<file path="src/rtl/pp_pkg.sv">
package pp_pkg;

  typedef enum logic [2:0] {
    RG_STAT  = 3'd0,
    RG_ARM   = 3'd1,
    RG_BASE1 = 3'd2,
    RG_BASE2 = 3'd3,
    RG_SIZE  = 3'd4
  } reg_idx_e;

  localparam int ST_B1NEXT = 0;
  localparam int ST_OVR    = 1;
  localparam int ST_BW     = 2;
  localparam int ST_FULL0  = 3;
  localparam int ST_RDY0   = 5;

  // byte address of a sample slot: one 32-bit word per sample
  function automatic logic [31:0] slot_addr(input logic [31:0] base, input logic [31:0] cnt);
    return base + (cnt << 2);
  endfunction

  // true when the sample at position cnt completes a buffer of size entries
  function automatic logic slot_is_last(input logic [31:0] cnt, input logic [31:0] size);
    return (size == 32'd0) || ((cnt + 32'd1) >= size);
  endfunction

endpackage

</file>
<file path="src/rtl/pp_regs.sv">
module pp_regs
  import pp_pkg::*;
#(
  parameter int AW = 32,
  parameter int CW = 16
) (
  input  logic                 clk,
  input  logic                 rst_n,
  input  logic                 we,
  input  logic [2:0]           addr,
  input  logic [31:0]          wdata,
  input  logic                 set_ovr,
  input  logic                 set_bw,
  output logic [1:0][AW-1:0]   base,
  output logic [CW-1:0]        size,
  output logic [1:0]           arm,
  output logic                 ovr,
  output logic                 bw
);

  logic wr_stat;
  assign wr_stat = we && (addr == RG_STAT);

  for (genvar g = 0; g < 2; g++) begin : g_base
    always_ff @(posedge clk) begin
      if (!rst_n) base[g] <= '0;
      else if (we && (addr == 3'(RG_BASE1 + g))) base[g] <= wdata[AW-1:0];
    end
  end

  always_ff @(posedge clk) begin
    if (!rst_n) size <= '0;
    else if (we && (addr == RG_SIZE)) size <= wdata[CW-1:0];
  end

  assign arm = (we && (addr == RG_ARM)) ? wdata[1:0] : 2'b00;

  always_ff @(posedge clk) begin
    if (!rst_n) begin
      ovr <= 1'b0;
      bw  <= 1'b0;
    end else begin
      if (set_ovr) ovr <= 1'b1;
      else if (wr_stat && wdata[ST_OVR]) ovr <= 1'b0;
      if (set_bw) bw <= 1'b1;
      else if (wr_stat && wdata[ST_BW]) bw <= 1'b0;
    end
  end

  assert_w1c_ovr_R8: assert property (@(posedge clk) disable iff (!rst_n)
    (wr_stat && wdata[ST_OVR] && !set_ovr) |=> !ovr);
  assert_w1c_bw_R8: assert property (@(posedge clk) disable iff (!rst_n)
    (wr_stat && wdata[ST_BW] && !set_bw) |=> !bw);
  assert_sticky_ovr_R6: assert property (@(posedge clk) disable iff (!rst_n)
    set_ovr |=> ovr);

endmodule

</file>
<file path="src/rtl/pp_seq.sv">
module pp_seq
  import pp_pkg::*;
#(
  parameter int AW = 32,
  parameter int CW = 16
) (
  input  logic                 clk,
  input  logic                 rst_n,
  input  logic                 smp_valid,
  input  logic                 wr_ack,
  input  logic [1:0][AW-1:0]   base,
  input  logic [CW-1:0]        size,
  input  logic [1:0]           arm,
  output logic [AW-1:0]        mem_addr,
  output logic                 mem_wr,
  output logic                 act,
  output logic [1:0]           rdy,
  output logic [1:0]           full,
  output logic                 drop_evt,
  output logic                 bw_evt
);

  logic [CW-1:0] cnt_q;
  logic          pend_q;
  logic          take, last, fill_evt, tgt;

  // prefer the current target; fall back to the other buffer if it is ready
  assign tgt      = rdy[act] ? act : ~act;
  assign take     = smp_valid && (rdy[0] || rdy[1]);
  assign drop_evt = smp_valid && !rdy[0] && !rdy[1];
  assign bw_evt   = smp_valid && pend_q && !wr_ack;
  assign last     = slot_is_last(32'(cnt_q), 32'(size));
  assign fill_evt = take && last;

  always_ff @(posedge clk) begin
    if (!rst_n) begin
      mem_wr   <= 1'b0;
      mem_addr <= '0;
      cnt_q    <= '0;
      act      <= 1'b0;
      pend_q   <= 1'b0;
    end else begin
      mem_wr <= take;
      if (take) begin
        mem_addr <= AW'(slot_addr(32'(base[tgt]), 32'(cnt_q)));
        cnt_q    <= last ? '0 : cnt_q + 1'b1;
        act      <= last ? ~tgt : tgt;
      end
      if (take) pend_q <= 1'b1;
      else if (wr_ack) pend_q <= 1'b0;
    end
  end

  for (genvar g = 0; g < 2; g++) begin : g_buf
    always_ff @(posedge clk) begin
      if (!rst_n) begin
        rdy[g]  <= 1'b0;
        full[g] <= 1'b0;
      end else if (arm[g]) begin
        rdy[g]  <= 1'b1;
        full[g] <= 1'b0;
      end else if (fill_evt && (tgt == 1'(g))) begin
        rdy[g]  <= 1'b0;
        full[g] <= 1'b1;
      end
    end
  end

  assert_write_after_sample_R2: assert property (@(posedge clk) disable iff (!rst_n)
    mem_wr |-> $past(smp_valid));
  assert_drop_no_write_R6: assert property (@(posedge clk) disable iff (!rst_n)
    drop_evt |=> !mem_wr);
  assert_fill_hands_over_R3: assert property (@(posedge clk) disable iff (!rst_n)
    fill_evt |=> (act != $past(tgt)));
  assert_full_raised_R3: assert property (@(posedge clk) disable iff (!rst_n)
    (fill_evt && !arm[tgt]) |=> ($countones(full) >= 1));

endmodule

</file>
<file path="src/rtl/pingpong_bufctl.sv">
module pingpong_bufctl
  import pp_pkg::*;
#(
  parameter int AW = 32,
  parameter int CW = 16
) (
  input  logic          clk,
  input  logic          rst_n,
  input  logic          cfg_we,
  input  logic [2:0]    cfg_addr,
  input  logic [31:0]   cfg_wdata,
  output logic [31:0]   cfg_rdata,
  input  logic          smp_valid,
  input  logic          wr_ack,
  output logic [AW-1:0] mem_addr,
  output logic          mem_wr,
  output logic [1:0]    buf_full,
  output logic          active_is_b1,
  output logic          overrun,
  output logic          bw_err
);

  logic [1:0][AW-1:0] base;
  logic [CW-1:0]      size;
  logic [1:0]         arm, rdy;
  logic               act, drop_evt, bw_evt;

  pp_regs #(.AW(AW), .CW(CW)) u_regs (
    .clk(clk), .rst_n(rst_n), .we(cfg_we), .addr(cfg_addr), .wdata(cfg_wdata),
    .set_ovr(drop_evt), .set_bw(bw_evt), .base(base), .size(size), .arm(arm),
    .ovr(overrun), .bw(bw_err)
  );

  pp_seq #(.AW(AW), .CW(CW)) u_seq (
    .clk(clk), .rst_n(rst_n), .smp_valid(smp_valid), .wr_ack(wr_ack),
    .base(base), .size(size), .arm(arm), .mem_addr(mem_addr), .mem_wr(mem_wr),
    .act(act), .rdy(rdy), .full(buf_full), .drop_evt(drop_evt), .bw_evt(bw_evt)
  );

  assign active_is_b1 = ~act;

  always_comb begin
    cfg_rdata = '0;
    case (cfg_addr)
      RG_STAT: begin
        cfg_rdata[ST_B1NEXT]          = ~act;
        cfg_rdata[ST_OVR]             = overrun;
        cfg_rdata[ST_BW]              = bw_err;
        cfg_rdata[ST_FULL0 +: 2]      = buf_full;
        cfg_rdata[ST_RDY0 +: 2]       = rdy;
      end
      RG_BASE1: cfg_rdata = 32'(base[0]);
      RG_BASE2: cfg_rdata = 32'(base[1]);
      RG_SIZE:  cfg_rdata = 32'(size);
      default:  cfg_rdata = '0;
    endcase
  end

  assert_status_tracks_target_R4: assert property (@(posedge clk) disable iff (!rst_n)
    (cfg_addr == RG_STAT) |-> (cfg_rdata[ST_B1NEXT] == active_is_b1));

endmodule

</file>
<file path="config.mk">
export PLATFORM = sky130hd
export DESIGN_NAME = pingpong_bufctl
export DESIGN_NICKNAME = d
export VERILOG_FILES = /design/src/rtl/pp_pkg.sv /design/src/rtl/pp_regs.sv /design/src/rtl/pp_seq.sv /design/src/rtl/pingpong_bufctl.sv
export SDC_FILE = /design/constraint.sdc
export NUM_CORES = 1
export LEC_CHECK = 0
export CAP_MARGIN = 20
export CORE_ASPECT_RATIO = 0.6
export CORE_MARGIN = 4
export CORE_UTILIZATION = 26
export CTS_CLUSTER_SIZE = 40
export DETAILED_ROUTE_END_ITERATION = 7
export SLEW_MARGIN = 30
export SYNTH_ARGS = -nofsm -noshare
export SYNTH_HDL_FRONTEND = slang
export SYNTH_SLANG_ARGS = --single-unit
</file>
<file path="constraint.sdc">
create_clock -name clk -period 3.5 [get_ports clk]
set_input_delay 0.7 -clock clk [delete_from_list [all_inputs] [get_ports clk]]
set_output_delay 0.7 -clock clk [all_outputs]
set_load 0.05 [all_outputs]
</file>
==> results.md <==
* Diodes inserted at 0
* Leak Pwr at approximately 3.8 nW
* Post-synth top area share at 35.4%
* Initial DRT Pass Iterations at 5
* Worst setup margin at 270 ps
* Vias/cell at between 5 and 6
* Clock transition at path regs at around 60 ps
* Vias in the first global route at approximately 7.5k
* Critical path capture point type: register
* DR WL/cell at approximately 19 um
* Pin count of the biggest net entering global routing at 114
* Setup crit start: u_seq.cnt_q[0]$_SDFFE_PN0P_
* Ys Warns at 0
* Fin crit share at 92.3%
* Tot Pwr at ~3.7 mW
* H-tree Lvls at 4
* Post-route insts no fill at 1568
* Drc violations at 0
* Syn avg cell area at roughly 7.4 um2
* Reg2Reg Setup Slack at 270 ps
* Reg2Reg Depth at 15
* Routed vias at 8093
* Root Driver: clkbuf_16
* # IOs at 110
* Final WL at 30.4 mm
* Max Cap Viol at 0
* Critical Path Sink: u_seq.cnt_q[6]$_SDFFE_PN0P_
* Sequential share of the synthesized area at approximately 35%
* Hold Fails Final Rpt at 0
* # rows at 48
* Syn Nets at roughly 1.1k
* Critical Path RT at approximately 3800 ps
* Port bufs at 109
* Core Area at approximately 29000 um2
* Layout area overhead at 33.1%
* DRT iter0 DRCs at between 900 and 1k
* Starting Density at 26.6%
* PwrDens at 364 nW/um2
* Post-DP HPWL at about 23 mm
* Peak Freq at about 310 MHz
* Kind of critical path: reg -> reg
* Critical R2R Capture: u_seq.cnt_q[6]$_SDFFE_PN0P_
* # hold bufs at CTS at 0
* Commonest cells in the netlist: 299 x nand2_1, 137 x dfxtp_1, 129 x a21oi_1, 49 x clkbuf_1, 47 x nor2_1
* Clock Skew at approximately 15 ps
* Worst rel slew slack at between 20% and 30%
* Crit path max fanout at 21
* Final min period at about 3200 ps
* CP arrival at 3520 ps
* FF-to-FF Start: u_seq.cnt_q[0]$_SDFFE_PN0P_
* Placed Cells at around 1.5k
* Util after Layout at a little over a third
* Synth Flop Type: dfxtp_1
* Setup bufs post-CTS at 0
* Pre-CTS WS at 268 ps
* # setup viols final at 0
* Worst VDD drop at 0.249 mV
* Die Height at approximately 140 um
* CTS tree: done
* DRT antenna net count at 0
* Chip width at around 230 um
* Min-Delay Path Class: reg -> reg
* Post-Synthesis Cells at ~1.1k
* Setup TNS at 0 ps
* Max Slew Vio Count at 0
* Latest clock arrival within the worst-skew pair at roughly 430 ps
* Crit path launch type: register
* Mapped Area at between 7000 and 8000 um2
* Initial antenna violation count at 1
* Count leader, synth: nand2_1
* Number of flops mapped to enable cells by yosys at 0
* GRT Residual Overflow at 0
* Outcome: completed
* Clock Tree Buf Depth at 2
* Clock sink count at between 100 and 150
* Routability Congestion at 0.984
* RSZ-0062 raised after global routing: no
* Ys async rst share at 0%
* Share of layout cells above drive strength 1 at about 11%
* Yosys cell types at 70
* #FFs+latches synth at about 140
* Post-cts sizing count at 0
* Synth area leaders: dfxtp_1 35%, nand2_1 14%, a21oi_1 8.3%
* Slew @ Worst Pin at roughly 1000 ps
* Fin nets at 1229
* First-pass GRT wire length at approximately 46 mm
* Clock buffer count from CTS at 17
* Largest area contributor in the netlist: dfxtp_1
* Total die area at between 30000 and 40000 um2
* GRT Util Overall at a little under a fifth
cell type report:
class | count | area [um2]
Multi-Input combinational cell | 829 | 4660
Sequential cell | 137 | 2740
Clock inverter | 15 | 144
Inverter | 20 | 76.3
Clock buffer | 17 | 425
Timing Repair Buffer | 150 | 1760
Fill cell | 3080 | 18800
Tap cell | 400 | 500
placed cells by master (no fill, tap or decap), types with 5 or more instances in the layout:
master	n
nand2_1	299
dfxtp_1	136
a21oi_1	129
clkdlybuf4s50_1	77
nor2_1	47
o21ai_0	44
nand3_1	39
buf_4	38
buf_12	35
ha_1	33
inv_1	19
mux2i_1	17
xnor2_1	17
clkbuf_16	17
a22o_1	16
and3_1	16
a22oi_1	15
xor2_1	11
nand4_1	11
nor3_1	11
and2_1	10
nand3b_1	8
nor2b_1	7
a21o_1	7
o21a_1	7
a31oi_1	6
nor4_1	5
o31ai_1	5
a211oi_1	5
flip-flops by register name, summed over array words and instances (netlist names):
register and count:
u_regs.ovr 1, u_seq.rdy 2, u_seq.mem_addr 32, u_seq.cnt_q 16, u_regs.base 64, u_seq.pend_q 1
u_seq.act 1, u_regs.bw 1, u_seq.mem_wr 1, u_seq.full 2, u_regs.size 16
how the worst min path moves through the flow:
stage | from | end | slack, ps | cells past startpoint
after floorplan | u_regs.base[63]$_SDFFE_PN0P_ | u_regs.base[63]$_SDFFE_PN0P_ | 450 | 2
after global placement | u_seq.mem_addr[7]$_SDFFE_PN0P_ | u_seq.mem_addr[7]$_SDFFE_PN0P_ | 440 | 2
after detailed placement | u_seq.mem_addr[9]$_SDFFE_PN0P_ | u_seq.mem_addr[9]$_SDFFE_PN0P_ | 450 | 2
after CTS | u_seq.mem_addr[9]$_SDFFE_PN0P_ | u_seq.mem_addr[9]$_SDFFE_PN0P_ | 460 | 2
after global routing | u_seq.mem_addr[13]$_SDFFE_PN0P_ | u_seq.mem_addr[13]$_SDFFE_PN0P_ | 490 | 2
final | u_seq.mem_addr[5]$_SDFFE_PN0P_ | u_seq.mem_addr[5]$_SDFFE_PN0P_ | 460 | 2
metal layers:
metal	share of wire [%]	vias to the layer above	track usage, %
met3	11	39	5.88
met4	1.4	2	3.79
met2	38	414	23.8
met5	0.026	-	0
li1	-	3853	-
met1	49	3785	28.5
worst max-delay path: stages, from the launching register on:
cell     delay (ps)
dfxtp_1         440
ha_1            260
nand3_1         150
nor2_1          210
and2_0          230
nand3_1         130
xnor2_1         180
ha_1            320
nand4_1         140
nor3_2          230
a32oi_1         110
nand3_1         150
buf_12          180
nor2_4           80
a22oi_1         230
nor2_1           60
cells by family (layout without fill, tap and decap cells):
logic type,after synthesis,after routing,share of synthesized area [%]
DFF,137,137,35.4
and+or+nand+nor,479,479,27.3
buffers and inverters,86,202,4.64
muxes,18,18,2.34
xor gates and xnor gates,28,28,3.17
adders and majority gates,34,34,5.59
AOI/OAI and AO/OA,270,270,21.5
where the power goes:
part	internal [mW]	total [mW]	switching, mW	leakage [nW]
clock network	0.993	1.77	0.773	0.271
logic	0.140	0.362	0.222	2.43
registers	1.58	1.62	0.0356	1.11
total	2.72	3.75	1.03	3.81
metrics by stage:
| step | hold slack, ps | instance area (um2) |
|---|---|---|
| floorplan | 449 | 7750 |
| global placement | 444 | 9730 |
| detailed placement | 454 | 9730 |
| CTS | 462 | 10300 |
| global route | 486 | 10300 |
| finish | 455 | 10300 |
No activity file was read; power rests on OpenSTA's default activity.
